--- config.mk ---
export PLATFORM = sky130hd
export DESIGN_NAME = pci_cfg_xlate
export DESIGN_NICKNAME = d
export VERILOG_FILES = /design/src/rtl/pci_cfg_pkg.sv /design/src/rtl/pci_cfg_decode.sv /design/src/rtl/pci_cfg_lane.sv /design/src/rtl/pci_cfg_xlate.sv
export SDC_FILE = /design/constraint.sdc
export NUM_CORES = 1
export LEC_CHECK = 0
export ABC_AREA = 1
export BUFFER_PORTS_ARGS = -buffer_cell sky130_fd_sc_hd__buf_2
export CELL_PAD_IN_SITES_DETAIL_PLACEMENT = 1
export CELL_PAD_IN_SITES_GLOBAL_PLACEMENT = 2
export CORE_AREA = 2 2 169 171
export CTS_BUF_LIST = sky130_fd_sc_hd__clkbuf_8 sky130_fd_sc_hd__clkbuf_16
export DETAILED_ROUTE_END_ITERATION = 16
export DIE_AREA = 0 0 171 173
export GPL_ROUTABILITY_DRIVEN = 0
export PLACE_DENSITY_LB_ADDON = 0.1
export SYNTH_ARGS = -nofsm -noshare
export SYNTH_HDL_FRONTEND = slang
export SYNTH_SLANG_ARGS = --single-unit
export TNS_END_PERCENT = 30
--- constraint.sdc ---
create_clock -name clk_i -period 1.4 [get_ports clk_i]
set_input_delay 0.28 -clock clk_i [delete_from_list [all_inputs] [get_ports clk_i]]
set_output_delay 0.28 -clock clk_i [all_outputs]
set_load 0.02 [all_outputs]
--- src/rtl/pci_cfg_pkg.sv ---
package pci_cfg_pkg;
  typedef enum logic [1:0] {
    CFG_OK        = 2'd0,
    CFG_INVALID   = 2'd1,
    CFG_NOT_FOUND = 2'd2
  } cfg_status_e;

  typedef enum logic [2:0] {
    S_IDLE,
    S_WIN,
    S_RD,
    S_WR,
    S_DONE
  } cfg_state_e;
endpackage

--- src/rtl/pci_cfg_decode.sv ---
module pci_cfg_decode #(
  parameter int          BUS_W     = 8,
  parameter int          DEV_W     = 5,
  parameter int          FUNC_W    = 3,
  parameter int          OFF_W     = 8,
  parameter int          SIZE_W    = 3,
  parameter int          AW        = 32,
  parameter int          SLOT_MAX  = 16,
  parameter int          IDSEL_LSB = 16,
  parameter logic [31:0] CFG_BASE  = 32'h0C00_0000,
  parameter logic [31:0] WIN_MASK  = 32'hFC00_0000,
  parameter logic [31:0] T0_CODE   = 32'h0000_0002,
  parameter logic [31:0] T1_CODE   = 32'h0000_0003
) (
  input  logic [BUS_W-1:0]  bus_i,
  input  logic [DEV_W-1:0]  dev_i,
  input  logic [FUNC_W-1:0] func_i,
  input  logic [OFF_W-3:0]  off_word_i,
  input  logic [SIZE_W-1:0] size_i,
  input  logic              cardbus_i,
  output logic [AW-1:0]     addr_o,
  output logic [AW-1:0]     win_o,
  output logic              reject_o
);
  logic [AW-1:0] sel;
  logic [AW-1:0] low_bits;
  logic          size_ok, type0, unreachable;

  assign size_ok  = (size_i == SIZE_W'(1)) || (size_i == SIZE_W'(2)) || (size_i == SIZE_W'(4));
  assign type0    = (bus_i == '0);
  assign sel      = AW'(1) << (AW'(dev_i) + AW'(IDSEL_LSB));
  assign low_bits = (AW'(func_i) << 8) | (AW'(off_word_i) << 2);

  assign unreachable = (cardbus_i && (32'(dev_i) > 1)) ||
                       (type0 && (32'(dev_i) >= SLOT_MAX));
  assign reject_o    = !size_ok || unreachable;

  always_comb begin
    if (type0) begin
      addr_o = AW'(CFG_BASE) | (sel & ~AW'(WIN_MASK)) | low_bits;
      win_o  = AW'(T0_CODE) | (sel & AW'(WIN_MASK));
    end else begin
      addr_o = AW'(CFG_BASE) | (AW'(bus_i) << 16) | (AW'(dev_i) << 11) | low_bits;
      win_o  = AW'(T1_CODE);
    end
  end
endmodule

--- src/rtl/pci_cfg_lane.sv ---
module pci_cfg_lane #(
  parameter int DW     = 32,
  parameter int SIZE_W = 3
) (
  input  logic [DW-1:0]     word_i,
  input  logic [1:0]        off_lo_i,
  input  logic [SIZE_W-1:0] size_i,
  input  logic [DW-1:0]     wdata_i,
  output logic [DW-1:0]     rd_o,
  output logic [DW-1:0]     merged_o
);
  logic [4:0]    sh;
  logic [DW-1:0] lane_mask;

  assign sh = {off_lo_i, 3'b000};

  always_comb begin
    if (size_i == SIZE_W'(1))      lane_mask = DW'(8'hFF);
    else if (size_i == SIZE_W'(2)) lane_mask = DW'(16'hFFFF);
    else                           lane_mask = '1;
  end

  assign rd_o     = (word_i >> sh) & lane_mask;
  assign merged_o = (word_i & ~(lane_mask << sh)) | ((wdata_i & lane_mask) << sh);
endmodule

--- src/rtl/pci_cfg_xlate.sv ---
module pci_cfg_xlate
  import pci_cfg_pkg::*;
#(
  parameter int          BUS_W     = 8,
  parameter int          DEV_W     = 5,
  parameter int          FUNC_W    = 3,
  parameter int          OFF_W     = 8,
  parameter int          SIZE_W    = 3,
  parameter int          AW        = 32,
  parameter int          DW        = 32,
  parameter int          SLOT_MAX  = 16,
  parameter int          IDSEL_LSB = 16,
  parameter logic [31:0] CFG_BASE  = 32'h0C00_0000,
  parameter logic [31:0] WIN_MASK  = 32'hFC00_0000,
  parameter logic [31:0] T0_CODE   = 32'h0000_0002,
  parameter logic [31:0] T1_CODE   = 32'h0000_0003
) (
  input  logic              clk_i,
  input  logic              rst_ni,
  input  logic              cardbus_i,
  input  logic              req_valid_i,
  output logic              req_ready_o,
  input  logic              req_write_i,
  input  logic [BUS_W-1:0]  req_bus_i,
  input  logic [DEV_W-1:0]  req_dev_i,
  input  logic [FUNC_W-1:0] req_func_i,
  input  logic [OFF_W-1:0]  req_off_i,
  input  logic [SIZE_W-1:0] req_size_i,
  input  logic [DW-1:0]     req_wdata_i,
  output logic              win_we_o,
  output logic [AW-1:0]     win_data_o,
  output logic              mem_valid_o,
  output logic              mem_write_o,
  output logic [AW-1:0]     mem_addr_o,
  output logic [DW-1:0]     mem_wdata_o,
  input  logic              mem_ready_i,
  input  logic [DW-1:0]     mem_rdata_i,
  input  logic              mem_err_i,
  output logic              done_o,
  output logic [1:0]        done_status_o,
  output logic [DW-1:0]     done_rdata_o
);
  localparam logic [SIZE_W-1:0] SIZE_WORD = SIZE_W'(4);

  cfg_state_e        state_q;
  cfg_status_e       status_q;
  logic              write_q;
  logic [1:0]        off_lo_q;
  logic [SIZE_W-1:0] size_q;
  logic [DW-1:0]     wdata_q, rdata_q;
  logic [AW-1:0]     addr_q, win_q;

  logic [AW-1:0]     dec_addr, dec_win;
  logic              dec_reject;
  logic [DW-1:0]     lane_rd, lane_merged;
  logic              accept;

  pci_cfg_decode #(
    .BUS_W(BUS_W), .DEV_W(DEV_W), .FUNC_W(FUNC_W), .OFF_W(OFF_W), .SIZE_W(SIZE_W),
    .AW(AW), .SLOT_MAX(SLOT_MAX), .IDSEL_LSB(IDSEL_LSB), .CFG_BASE(CFG_BASE),
    .WIN_MASK(WIN_MASK), .T0_CODE(T0_CODE), .T1_CODE(T1_CODE)
  ) u_decode (
    .bus_i      (req_bus_i),
    .dev_i      (req_dev_i),
    .func_i     (req_func_i),
    .off_word_i (req_off_i[OFF_W-1:2]),
    .size_i     (req_size_i),
    .cardbus_i  (cardbus_i),
    .addr_o     (dec_addr),
    .win_o      (dec_win),
    .reject_o   (dec_reject)
  );

  pci_cfg_lane #(.DW(DW), .SIZE_W(SIZE_W)) u_lane (
    .word_i   (mem_rdata_i),
    .off_lo_i (off_lo_q),
    .size_i   (size_q),
    .wdata_i  (wdata_q),
    .rd_o     (lane_rd),
    .merged_o (lane_merged)
  );

  assign accept = (state_q == S_IDLE) && req_valid_i;

  always_ff @(posedge clk_i or negedge rst_ni) begin
    if (!rst_ni) begin
      state_q  <= S_IDLE;
      status_q <= CFG_OK;
      write_q  <= 1'b0;
      off_lo_q <= '0;
      size_q   <= '0;
      wdata_q  <= '0;
      rdata_q  <= '0;
      addr_q   <= '0;
      win_q    <= '0;
    end else begin
      unique case (state_q)
        S_IDLE: if (accept) begin
          write_q  <= req_write_i;
          off_lo_q <= req_off_i[1:0];
          size_q   <= req_size_i;
          wdata_q  <= req_wdata_i;
          addr_q   <= dec_addr;
          win_q    <= dec_win;
          rdata_q  <= '0;
          status_q <= dec_reject ? CFG_INVALID : CFG_OK;
          state_q  <= dec_reject ? S_DONE : S_WIN;
        end
        S_WIN: state_q <= (write_q && size_q == SIZE_WORD) ? S_WR : S_RD;
        S_RD: if (mem_ready_i) begin
          if (mem_err_i) begin
            rdata_q  <= '1;
            status_q <= CFG_NOT_FOUND;
            state_q  <= S_DONE;
          end else if (write_q) begin
            wdata_q <= lane_merged;
            state_q <= S_WR;
          end else begin
            rdata_q <= lane_rd;
            state_q <= S_DONE;
          end
        end
        S_WR: if (mem_ready_i) begin
          if (mem_err_i) begin
            rdata_q  <= '1;
            status_q <= CFG_NOT_FOUND;
          end
          state_q <= S_DONE;
        end
        S_DONE: state_q <= S_IDLE;
        default: state_q <= S_IDLE;
      endcase
    end
  end

  assign req_ready_o   = (state_q == S_IDLE);
  assign win_we_o      = (state_q == S_WIN);
  assign win_data_o    = win_q;
  assign mem_valid_o   = (state_q == S_RD) || (state_q == S_WR);
  assign mem_write_o   = (state_q == S_WR);
  assign mem_addr_o    = addr_q;
  assign mem_wdata_o   = wdata_q;
  assign done_o        = (state_q == S_DONE);
  assign done_status_o = status_q;
  assign done_rdata_o  = rdata_q;
endmodule

==> reports/metrics.cfg, run 1 <==
[outcome]
status=complete, but fails checks
violations=setup timing

[timing]
setup_viol=78
skew_ns=0.0137
rsz0062_at_grt=true
max_freq_mhz=591
setup_slack_ns=-0.293
hold_viol_final=0
finalCritPeriodShare=1.21
slew_violations=0
fin_crit_ns=1.69
finalSetupTns_ns=-15.78

[min_path]
hp-start=req_func_i[2]
hold_class=input pin to flip-flop
min_to=mem_addr_o[10]
hold_depth=3

[floorplanning]
die_y_um=173
placementRows=61
fp.coreArea_um2=27600
io_pins=233
die-area_um2=29600
start_util=0.239
die_x_um=171

[flow_run]
cap_violations=0

[logic_synthesis]
syn_inst=955
yosys_warnings=0
avgSynthCellArea_um2=6.92
ys_seq_elements=109
syn_area_um2=6610
synth_cell_types=28
ys_seq_area_frac=0.412

[setup_path]
worst_ep_required_time_ns=1.66
worstPathMaxFanout=8
crit_path_end_kind=flip-flop
crit_type=flip-flop to flip-flop
cp.arrival_ns=1.96
reg2reg_to=done_rdata_o[5]
r2r_start=state_q[1]
reg2reg_slack_ns=-0.29
cp-start-kind=flip-flop
worstRegToRegCells=11

[power_and_ir_drop]
p_per_area_nw_per_um2=2460
leakage_nw=5.02
ir_worst_vdd_v=0.000804
p_total_mw=23.9

[final_layout]
post-route-util=0.351
area_growth_pct=46.7
fin_area_um2=9700
num_antenna_cells=0
drive_gt1_frac=0.357
fin_nets=1326

[place]
dp_slack_ns=-0.379
post-dp-hpwl_um=23000
post_dp_cell_area_um2=8510
io_buffer_count=204

[route]
finalWirelength_um=30100
drcViolationCount=0
via_per_inst=4.48
drt-pass1-iter-count=4
vias=7220
wire_per_inst_um=18.7
ant_nets=0
drt_iter0_drc=287

[global_route]
antenna_found_initial=2
grt_pass1_wl_um=44500
grt_max_degree=46
grt_usage=0.199
first_global_vias=7426
grt.overflow.total=0

[clocking]
cts-htree-levels=3
cts-root-buf=clkbuf_16
cts_tree=done
cts_sinks=109
clk_pin_slew_ns=0.09
clk_latency_ns=0.38
clockBufferDepth=2
cts_buffers=9

worst max-delay path, stage by stage, from the launching register on:
cell and delay, ns:
dfrtp_1 0.43, buf_6 0.14, nor2_4 0.13, nand2_4 0.06, nand2_4 0.10, inv_4 0.04
nor2_4 0.15, nor2_8 0.08, buf_12 0.15, clkbuf_16 0.17, nand3_2 0.07, nand2_1 0.05
stage by stage:
stage | cells | hold slack (ns)
CTS | 1597 | 0.0795
floorplan | 982 | -0.0156
global route | 1611 | 0.0867
finish | 1611 | 0.0932
detailed placement | 1567 | 0.130
global placement | 1567 | 0.130
Yosys cell counts:
master | number | area share
o21ai_1 | 19 | 0.014
buf_2 | 8 | 0.0061
inv_1 | 49 | 0.028
conb_1 | 1 | 0.00057
buf_1 | 6 | 0.0034
dfrtp_1 | 109 | 0.41
nor3_1 | 8 | 0.0061
nand2_1 | 396 | 0.22
nand2_4 | 2 | 0.0034
or2_2 | 1 | 0.00095
buf_6 | 3 | 0.0051
o21ai_0 | 66 | 0.050
o31ai_1 | 10 | 0.011
a21oi_1 | 32 | 0.024
nand3b_1 | 1 | 0.0011
inv_4 | 1 | 0.00095
nand3_1 | 67 | 0.051
o21a_1 | 16 | 0.018
buf_4 | 37 | 0.042
clkbuf_1 | 32 | 0.018
nor3_2 | 1 | 0.0015
nand2_2 | 4 | 0.0038
nor2_8 | 1 | 0.0030
nor2_4 | 4 | 0.0068
nor2_1 | 43 | 0.024
inv_2 | 5 | 0.0028
a31oi_1 | 8 | 0.0076
o211ai_1 | 25 | 0.028
placed cells by master (no fill, tap or decap), types with 25 or more instances in the layout:
cell and n:
inv_1 42, o211ai_1 25, conb_1 28, dfrtp_1 106, buf_2 196, nand2_1 380, buf_4 81, nor2_1 30
o21ai_0 60, nand3_1 42
registers in the layout (all words and copies together) (netlist names):
register       flops
mem_wdata_o       32
state_q            3
win_data_o         7
done_status_o      2
size_q             3
done_rdata_o      32
mem_addr_o        27
off_lo_q           2
write_q            1
layout make-up:
cell class	instances	area, um^2
fillers	3517	17900
multi-input cells	732	3640
flip-flops and latches	109	2730
repair buffers	321	2320
well taps	378	473
inverters	55	228
clock buffers	9	225
clock inverters	7	91.3
cells by family after synthesis:
group	share of synthesized area
and+or+nand+nor	0.327
AOI/OAI and AO/OA	0.154
buffers and inverters	0.106
DFF	0.412
other	0.000567
metal layers:
layer,vias to the layer above,routed length (um),share of wire,GRT usage
met2,170,15200,0.51,0.350
met4,4,555,0.018,0.0540
li1,3569,-,-,-
met1,3452,12700,0.42,0.247
met5,-,25,0.00083,0
met3,25,1600,0.053,0.0391
power by group:
| group | internal (mW) | switching [mW] | total, mW |
|---|---|---|---|
| Sequential | 4.37 | 1.01 | 5.38 |
| Combinational | 6.24 | 9.40 | 15.6 |
| Clock | 1.30 | 1.56 | 2.86 |
worst max-delay path by stage:
stage	to	from	cells after the start	slack (ns)
floorplan	done_rdata_o[16]	state_q[0]	11	-0.20
global placement	mem_wdata_o[4]	state_q[2]	7	-0.34
detailed placement	mem_wdata_o[4]	state_q[2]	7	-0.38
CTS	req_ready_o	state_q[0]	5	-0.28
global route	done_rdata_o[21]	state_q[0]	12	-0.35
finish	done_rdata_o[5]	state_q[1]	11	-0.29
repair_timing:
item                                    CTS  global route
pin swaps                                13            25
gates resized for setup                  78            71
hold buffers                              1             0
cloned                                    4             3
setup buffers                             9            13
hold endpoints to repair                 15             0
endpoints found under the setup margin  100           117
Note: power is estimated with default switching activity, not from simulation.
==> inputs of run 2 (changes only) <==
--- a/config.mk
+++ b/config.mk
@@ -7,14 +7,12 @@
 export LEC_CHECK = 0
 export ABC_AREA = 1
 export BUFFER_PORTS_ARGS = -buffer_cell sky130_fd_sc_hd__buf_2
-export CELL_PAD_IN_SITES_DETAIL_PLACEMENT = 1
-export CELL_PAD_IN_SITES_GLOBAL_PLACEMENT = 2
-export CORE_AREA = 2 2 169 171
+export CORE_AREA = 2 2 137 139
 export CTS_BUF_LIST = sky130_fd_sc_hd__clkbuf_8 sky130_fd_sc_hd__clkbuf_16
+export CTS_CLUSTER_SIZE = 12
 export DETAILED_ROUTE_END_ITERATION = 16
-export DIE_AREA = 0 0 171 173
+export DIE_AREA = 0 0 139 141
 export GPL_ROUTABILITY_DRIVEN = 0
-export PLACE_DENSITY_LB_ADDON = 0.1
 export SYNTH_ARGS = -nofsm -noshare
 export SYNTH_HDL_FRONTEND = slang
 export SYNTH_SLANG_ARGS = --single-unit
==> run 2 against run 1 <==
The run still ends with setup timing left. Largest power group unchanged. Combinational power decreased by 9%. Clock power increased by 7.7%. Fmax increased by 6.8%. Non-clock buffer count decreased by 22. Largest cell class unchanged. Die area decreased by 34%. Core utilization increased by 16 points. Global-route usage increased by 3.0 points. Critical path depth decreased by 5.
==> reports/metrics.cfg, run 2 (synthesis results as in run 1) <==
[timing]
finalSetupTns_ns=-8.54  ; +7.25 ns
hold_viol_final=0  ; unchanged
slew_violations=0  ; unchanged
finalCritPeriodShare=1.13  ; -0.0775
setup_slack_ns=-0.184  ; +0.108 ns
fin_crit_ns=1.58  ; -0.108 ns
rsz0062_at_grt=true
skew_ns=0.00910  ; -0.00462 ns
setup_viol=69  ; -12%
max_freq_mhz=631  ; +6.8%

[setup_path]
worstPathMaxFanout=2  ; -6
cp-start-kind=flip-flop
crit_slowest_cell=dfrtp_1
crit_type=flip-flop to output port
cp.arrival_ns=1.30  ; -0.66 ns
cp_slowest_stage_delay_ns=0.42  ; about the same
worst_ep_required_time_ns=1.12  ; -0.54 ns
worstRegToRegCells=9  ; -2
crit_path_end_kind=output port
crit_chain=buf_6 -> buf_6 -> inv_2 -> nand3_2 -> inv_2 -> buf_6
path_common_cell=buf_6

[floorplanning]
die_y_um=141  ; -18%
die_x_um=139  ; -19%
fp.coreArea_um2=18300  ; -34%
die-area_um2=19600  ; -34%
io_pins=233  ; unchanged
placementRows=50  ; -18%
start_util=0.362  ; +0.123

[route]
drt_iter0_drc=608  ; +110%
ant_nets=0  ; unchanged
via_per_inst=4.92  ; +9.7%
wire_per_inst_um=16.0  ; -14%
vias=7109  ; -1.5%
drcViolationCount=0  ; unchanged
drt-pass1-iter-count=6  ; +2
finalWirelength_um=23100  ; -23%

[global_route]
met3_usage=0.0499  ; +0.0108
antenna_found_initial=2  ; unchanged
met2_usage=0.368  ; +0.0181
grt_pass1_wl_um=35700  ; -20%
grt_max_degree=64  ; +39%
busiest_layer=met2
grtUsageMet1=0.313  ; +0.0666
grt_usage=0.229  ; +0.0300
grt.overflow.total=0  ; unchanged
first_global_vias=6636  ; -11%

[power_and_ir_drop]
ir_worst_vdd_v=0.00110  ; +37%
leakage_nw=4.92  ; -1.9%
p_per_area_nw_per_um2=2430  ; -1.2%

[outcome]
status=complete, but fails checks
violations=setup timing

[final_layout]
fin_area_um2=9280  ; -4.3%
most-common-layout-cells=385 x nand2_1, 198 x buf_2, 107 x dfrtp_1
multi_input_area_um2=3540  ; -2.6%
finalNonFillerCells=1446  ; -10%
nFillCells=1841  ; -48%
final_common_cell=nand2_1
seqCellArea_um2=2730  ; about the same
area_growth_pct=40.4
fin_nets=1304  ; -1.7%
drive_gt1_frac=0.327  ; -0.0299

[clocking]
cts_tree=done
clockBufferDepth=2  ; unchanged
clk_latency_ns=0.36  ; -0.02 ns
cts_sinks=109  ; unchanged
cts_buffers=9  ; unchanged
cts-root-buf=clkbuf_16
clk_pin_slew_ns=0.08  ; about the same
cts-htree-levels=3  ; unchanged

[place]
post-dp-hpwl_um=17200  ; -25%
place_inst=1414  ; -9.8%
io_buffer_count=204  ; unchanged
post_dp_cell_area_um2=8330  ; -2.2%
dp_slack_ns=-0.224  ; +0.155 ns

[flow_run]
cap_violations=0  ; unchanged

[min_path]
hold_class=input pin to flip-flop
hold_depth=3  ; unchanged

==> run 2: cell types whose count changed in the layout (fill, tap and decap cells not counted), sizes merged <==
cell,previous run,this run
buf,317,294
clkinv,5,1
diode,0,1
clkbuf,12,13
bufinv,0,3
bufbuf,0,1
==> run 2: layer usage <==
layer / vias to the layer above / part of all wire
met5: - / 0.00056
met4: 2 / 0.027
met3: 52 / 0.075
met2: 273 / 0.46
met1: 3242 / 0.43
li1: 3540 / -
==> run 2: power breakdown <==
| group | leakage, nW | switching [mW] | internal, mW |
|---|---|---|---|
| clock network | 0.174 | 1.26 | 1.82 |
| logic | 3.35 | 8.55 | 5.65 |
| registers | 1.40 | 0.918 | 4.38 |
| total | 4.92 | 10.7 | 11.8 |
==> run 2: path summary, 6_finish.rpt <==
check                                  from          endpoint  slack [ns]
max reg2reg                       size_q[2]   mem_wdata_o[23]       -0.17
min                            req_off_i[2]     mem_addr_o[2]        0.11
min in group asynchronous            rst_ni   mem_wdata_o[11]        0.45
min reg2reg                done_rdata_o[12]  done_rdata_o[12]        0.47
max in group asynchronous            rst_ni       off_lo_q[0]        0.59
max                              state_q[1]          win_we_o       -0.18
==> run 2: cell type report <==
type | instances | area share
flip-flops and latches | 109 | 0.294
repair buffers | 299 | 0.229
well taps | 234 | 0.0315
clock inverters | 6 | 0.0125
diodes | 1 | 0.000270
multi-input cells | 732 | 0.382
inverters | 55 | 0.0248
clock buffers | 10 | 0.0257
==> run 2: what timing repair did <==
| item | in CTS | in global routing |
|---|---|---|
| pin swaps | 5 | 27 |
| setup endpoints to repair | 84 | 108 |
| cloned | 2 | 3 |
| hold endpoints to repair | 109 | 0 |
| setup buffers | 4 | 7 |
| resized for setup | 65 | 53 |
| hold buffers | 1 | 0 |
==> run 2: worst max-delay path, delay by kind of cell, from the launching register on <==
family	cells	cell delay, ns
buffers and inverters	5	0.48
and+or+nand+nor	1	0.06
DFF	1	0.42
==> run 2: through the flow <==
| step | hold WS, ns | power [mW] | utilization |
|---|---|---|---|
| floorplan | -0.0156 | 12.9 | - |
| global placement | 0.302 | 17.7 | 0.456 |
| detailed placement | 0.298 | 17.8 | 0.456 |
| CTS | 0.106 | 21.9 | 0.493 |
| global route | 0.116 | 24.2 | 0.508 |
| finish | 0.114 | 22.6 | 0.508 |
==> inputs of run 3 (changes only) <==
--- a/config.mk
+++ b/config.mk
@@ -7,12 +7,14 @@
 export LEC_CHECK = 0
 export ABC_AREA = 1
 export BUFFER_PORTS_ARGS = -buffer_cell sky130_fd_sc_hd__buf_2
-export CORE_AREA = 2 2 137 139
+export CORE_AREA = 2 2 143 145
 export CTS_BUF_LIST = sky130_fd_sc_hd__clkbuf_8 sky130_fd_sc_hd__clkbuf_16
 export CTS_CLUSTER_SIZE = 12
 export DETAILED_ROUTE_END_ITERATION = 16
-export DIE_AREA = 0 0 139 141
+export DIE_AREA = 0 0 145 147
 export GPL_ROUTABILITY_DRIVEN = 0
+export RECOVER_POWER = 50
+export SLEW_MARGIN = 20
 export SYNTH_ARGS = -nofsm -noshare
 export SYNTH_HDL_FRONTEND = slang
 export SYNTH_SLANG_ARGS = --single-unit
==> run 3 against run 2 <==
The flow still finishes with violations (setup timing). Clock skew up 0.0017 ns. Fmax down 0.16%. Hold slack worse by 0.0057 ns. Non-clock buffer count unchanged. Combinational power about the same. Critical path type unchanged. Critical endpoint is now req_ready_o. Highest routed layer is now met4.
==> reports/metrics.cfg, run 3 (synthesis results as in run 1) <==
[floorplanning]
die_y_um=147  ; +4.3%
start_util=0.333  ; -0.0288
placementRows=52  ; +4.0%
die_x_um=145  ; +4.3%
fp.coreArea_um2=19800  ; +8.6%
io_pins=233  ; unchanged
die-area_um2=21300  ; +8.8%

[setup_path]
worstPathMaxFanout=3  ; +1
cp-start-kind=flip-flop
crit_type=flip-flop to output port
reg2reg_to=done_rdata_o[27]
worstRegToRegCells=11  ; +2
worst_ep_required_time_ns=1.12  ; about the same
cp.arrival_ns=1.31  ; about the same
reg2reg_slack_ns=-0.15  ; +0.02 ns
crit_path_end_kind=output port
r2r_start=state_q[1]

[place]
io_buffer_count=204  ; unchanged
place_inst=1448  ; +2.4%
dp_slack_ns=-0.231  ; -0.00770 ns
post-dp-hpwl_um=17400  ; +1.6%
post_dp_cell_area_um2=8400  ; +0.81%

[timing]
worst_slew_pin_slew_ns=0.601
setup_viol=69  ; unchanged
hold_viol_final=0  ; unchanged
max_freq_mhz=630  ; -0.16%
whs_ns=0.108  ; -0.00566 ns
relSlewSlack=0.599
slew_violations=0  ; unchanged
skew_ns=0.0108  ; +0.00167 ns
finalSetupTns_ns=-7.87  ; +0.671 ns
rsz0062_at_grt=true
fin_crit_ns=1.59  ; +0.00256 ns
finalCritPeriodShare=1.13  ; +0.00183
setup_slack_ns=-0.187  ; -0.00256 ns

[final_layout]
most-common-layout-cells=389 x nand2_1, 185 x buf_2, 107 x dfrtp_1
post-route-util=0.462  ; -0.0463
drive_gt1_frac=0.303  ; -0.0239
area_growth_pct=38.6
fin_area_um2=9170  ; -1.3%
final_common_cell=nand2_1
fin_nets=1304  ; unchanged
finalNonFillerCells=1482  ; +2.5%

[route]
wire_per_inst_um=15.8  ; -1.1%
via_per_inst=4.81  ; -2.2%
drt_iter0_drc=500  ; -18%
ant_nets=0  ; unchanged
finalWirelength_um=23400  ; +1.3%
drt-pass1-iter-count=5  ; -1
vias=7124  ; +0.21%
drcViolationCount=0  ; unchanged

[global_route]
antenna_found_initial=1  ; -1
first_global_vias=6868  ; +3.5%
grt_usage=0.216  ; -0.0136
grt_max_degree=41  ; -36%
grt.overflow.total=0  ; unchanged
grt_pass1_wl_um=36500  ; +2.1%

[clocking]
clk_pin_slew_ns=0.08  ; about the same
cts-htree-levels=3  ; unchanged
cts-root-buf=clkbuf_16
cts_buffers=9  ; unchanged
clockBufferDepth=2  ; unchanged
cts_tree=done
clk_latency_ns=0.36  ; about the same
cts_sinks=109  ; unchanged

[outcome]
status=complete, but fails checks
violations=setup timing

[power_and_ir_drop]
p_per_area_nw_per_um2=2420  ; -0.64%
leakage_nw=4.86  ; -1.2%
ir_worst_vdd_v=0.000882  ; -20%
p_total_mw=22.1  ; -1.9%

[min_path]
hp-start=req_off_i[2]
min_to=mem_addr_o[2]
hold_class=input pin to flip-flop
hold_depth=3  ; unchanged

[flow_run]
cap_violations=0  ; unchanged

-- run 3: area by class of cell --
cell class / instances / area, um^2
fillers: 2038 / 10700
clock buffers: 11 / 253
flip-flops and latches: 109 / 2730
multi-input cells: 732 / 3460
diodes: 1 / 2.50
repair buffers: 299 / 2090
inverters: 55 / 231
clock inverters: 5 / 56.3
well taps: 270 / 338
-- run 3: routing by layer --
layer / vias to the layer above / part of all wire / global-route usage
met5: - / 0 / 0
met2: 296 / 0.46 / 0.346
met1: 3244 / 0.43 / 0.288
met4: 0 / 0.029 / 0.0842
li1: 3538 / - / -
met3: 46 / 0.079 / 0.0419
-- run 3: report_power, final --
part	switching [mW]	total, mW	leakage [nW]	internal (mW)
logic	8.40	14.0	3.30	5.65
clock network	1.25	2.74	0.158	1.49
registers	0.975	5.35	1.40	4.38
-- run 3: how the worst max path moves through the flow --
stage               startpoint               end  slack [ns]
floorplan           state_q[0]  done_rdata_o[16]       -0.20
global placement    state_q[2]   done_rdata_o[7]       -0.21
detailed placement  state_q[2]   done_rdata_o[7]       -0.23
CTS                 state_q[1]       req_ready_o       -0.20
global route         size_q[2]   mem_wdata_o[31]       -0.26
finish              state_q[1]       req_ready_o       -0.19
-- run 3: worst max-delay path, cell delays in order (launching register included) --
cell     delay [ns]
dfrtp_1        0.42
buf_6          0.15
nor2_4         0.16
buf_6          0.12
buf_6          0.11
-- run 3: repair_timing --
item | 4_1_cts | 5_1_grt
resized for setup | 61 | 35
hold buffers | 1 | 0
setup buffers | 10 | 3
hold endpoints to repair | 18 | 0
setup endpoints to repair | 97 | 82
cloned | 2 | 3
pin swaps | 6 | 11
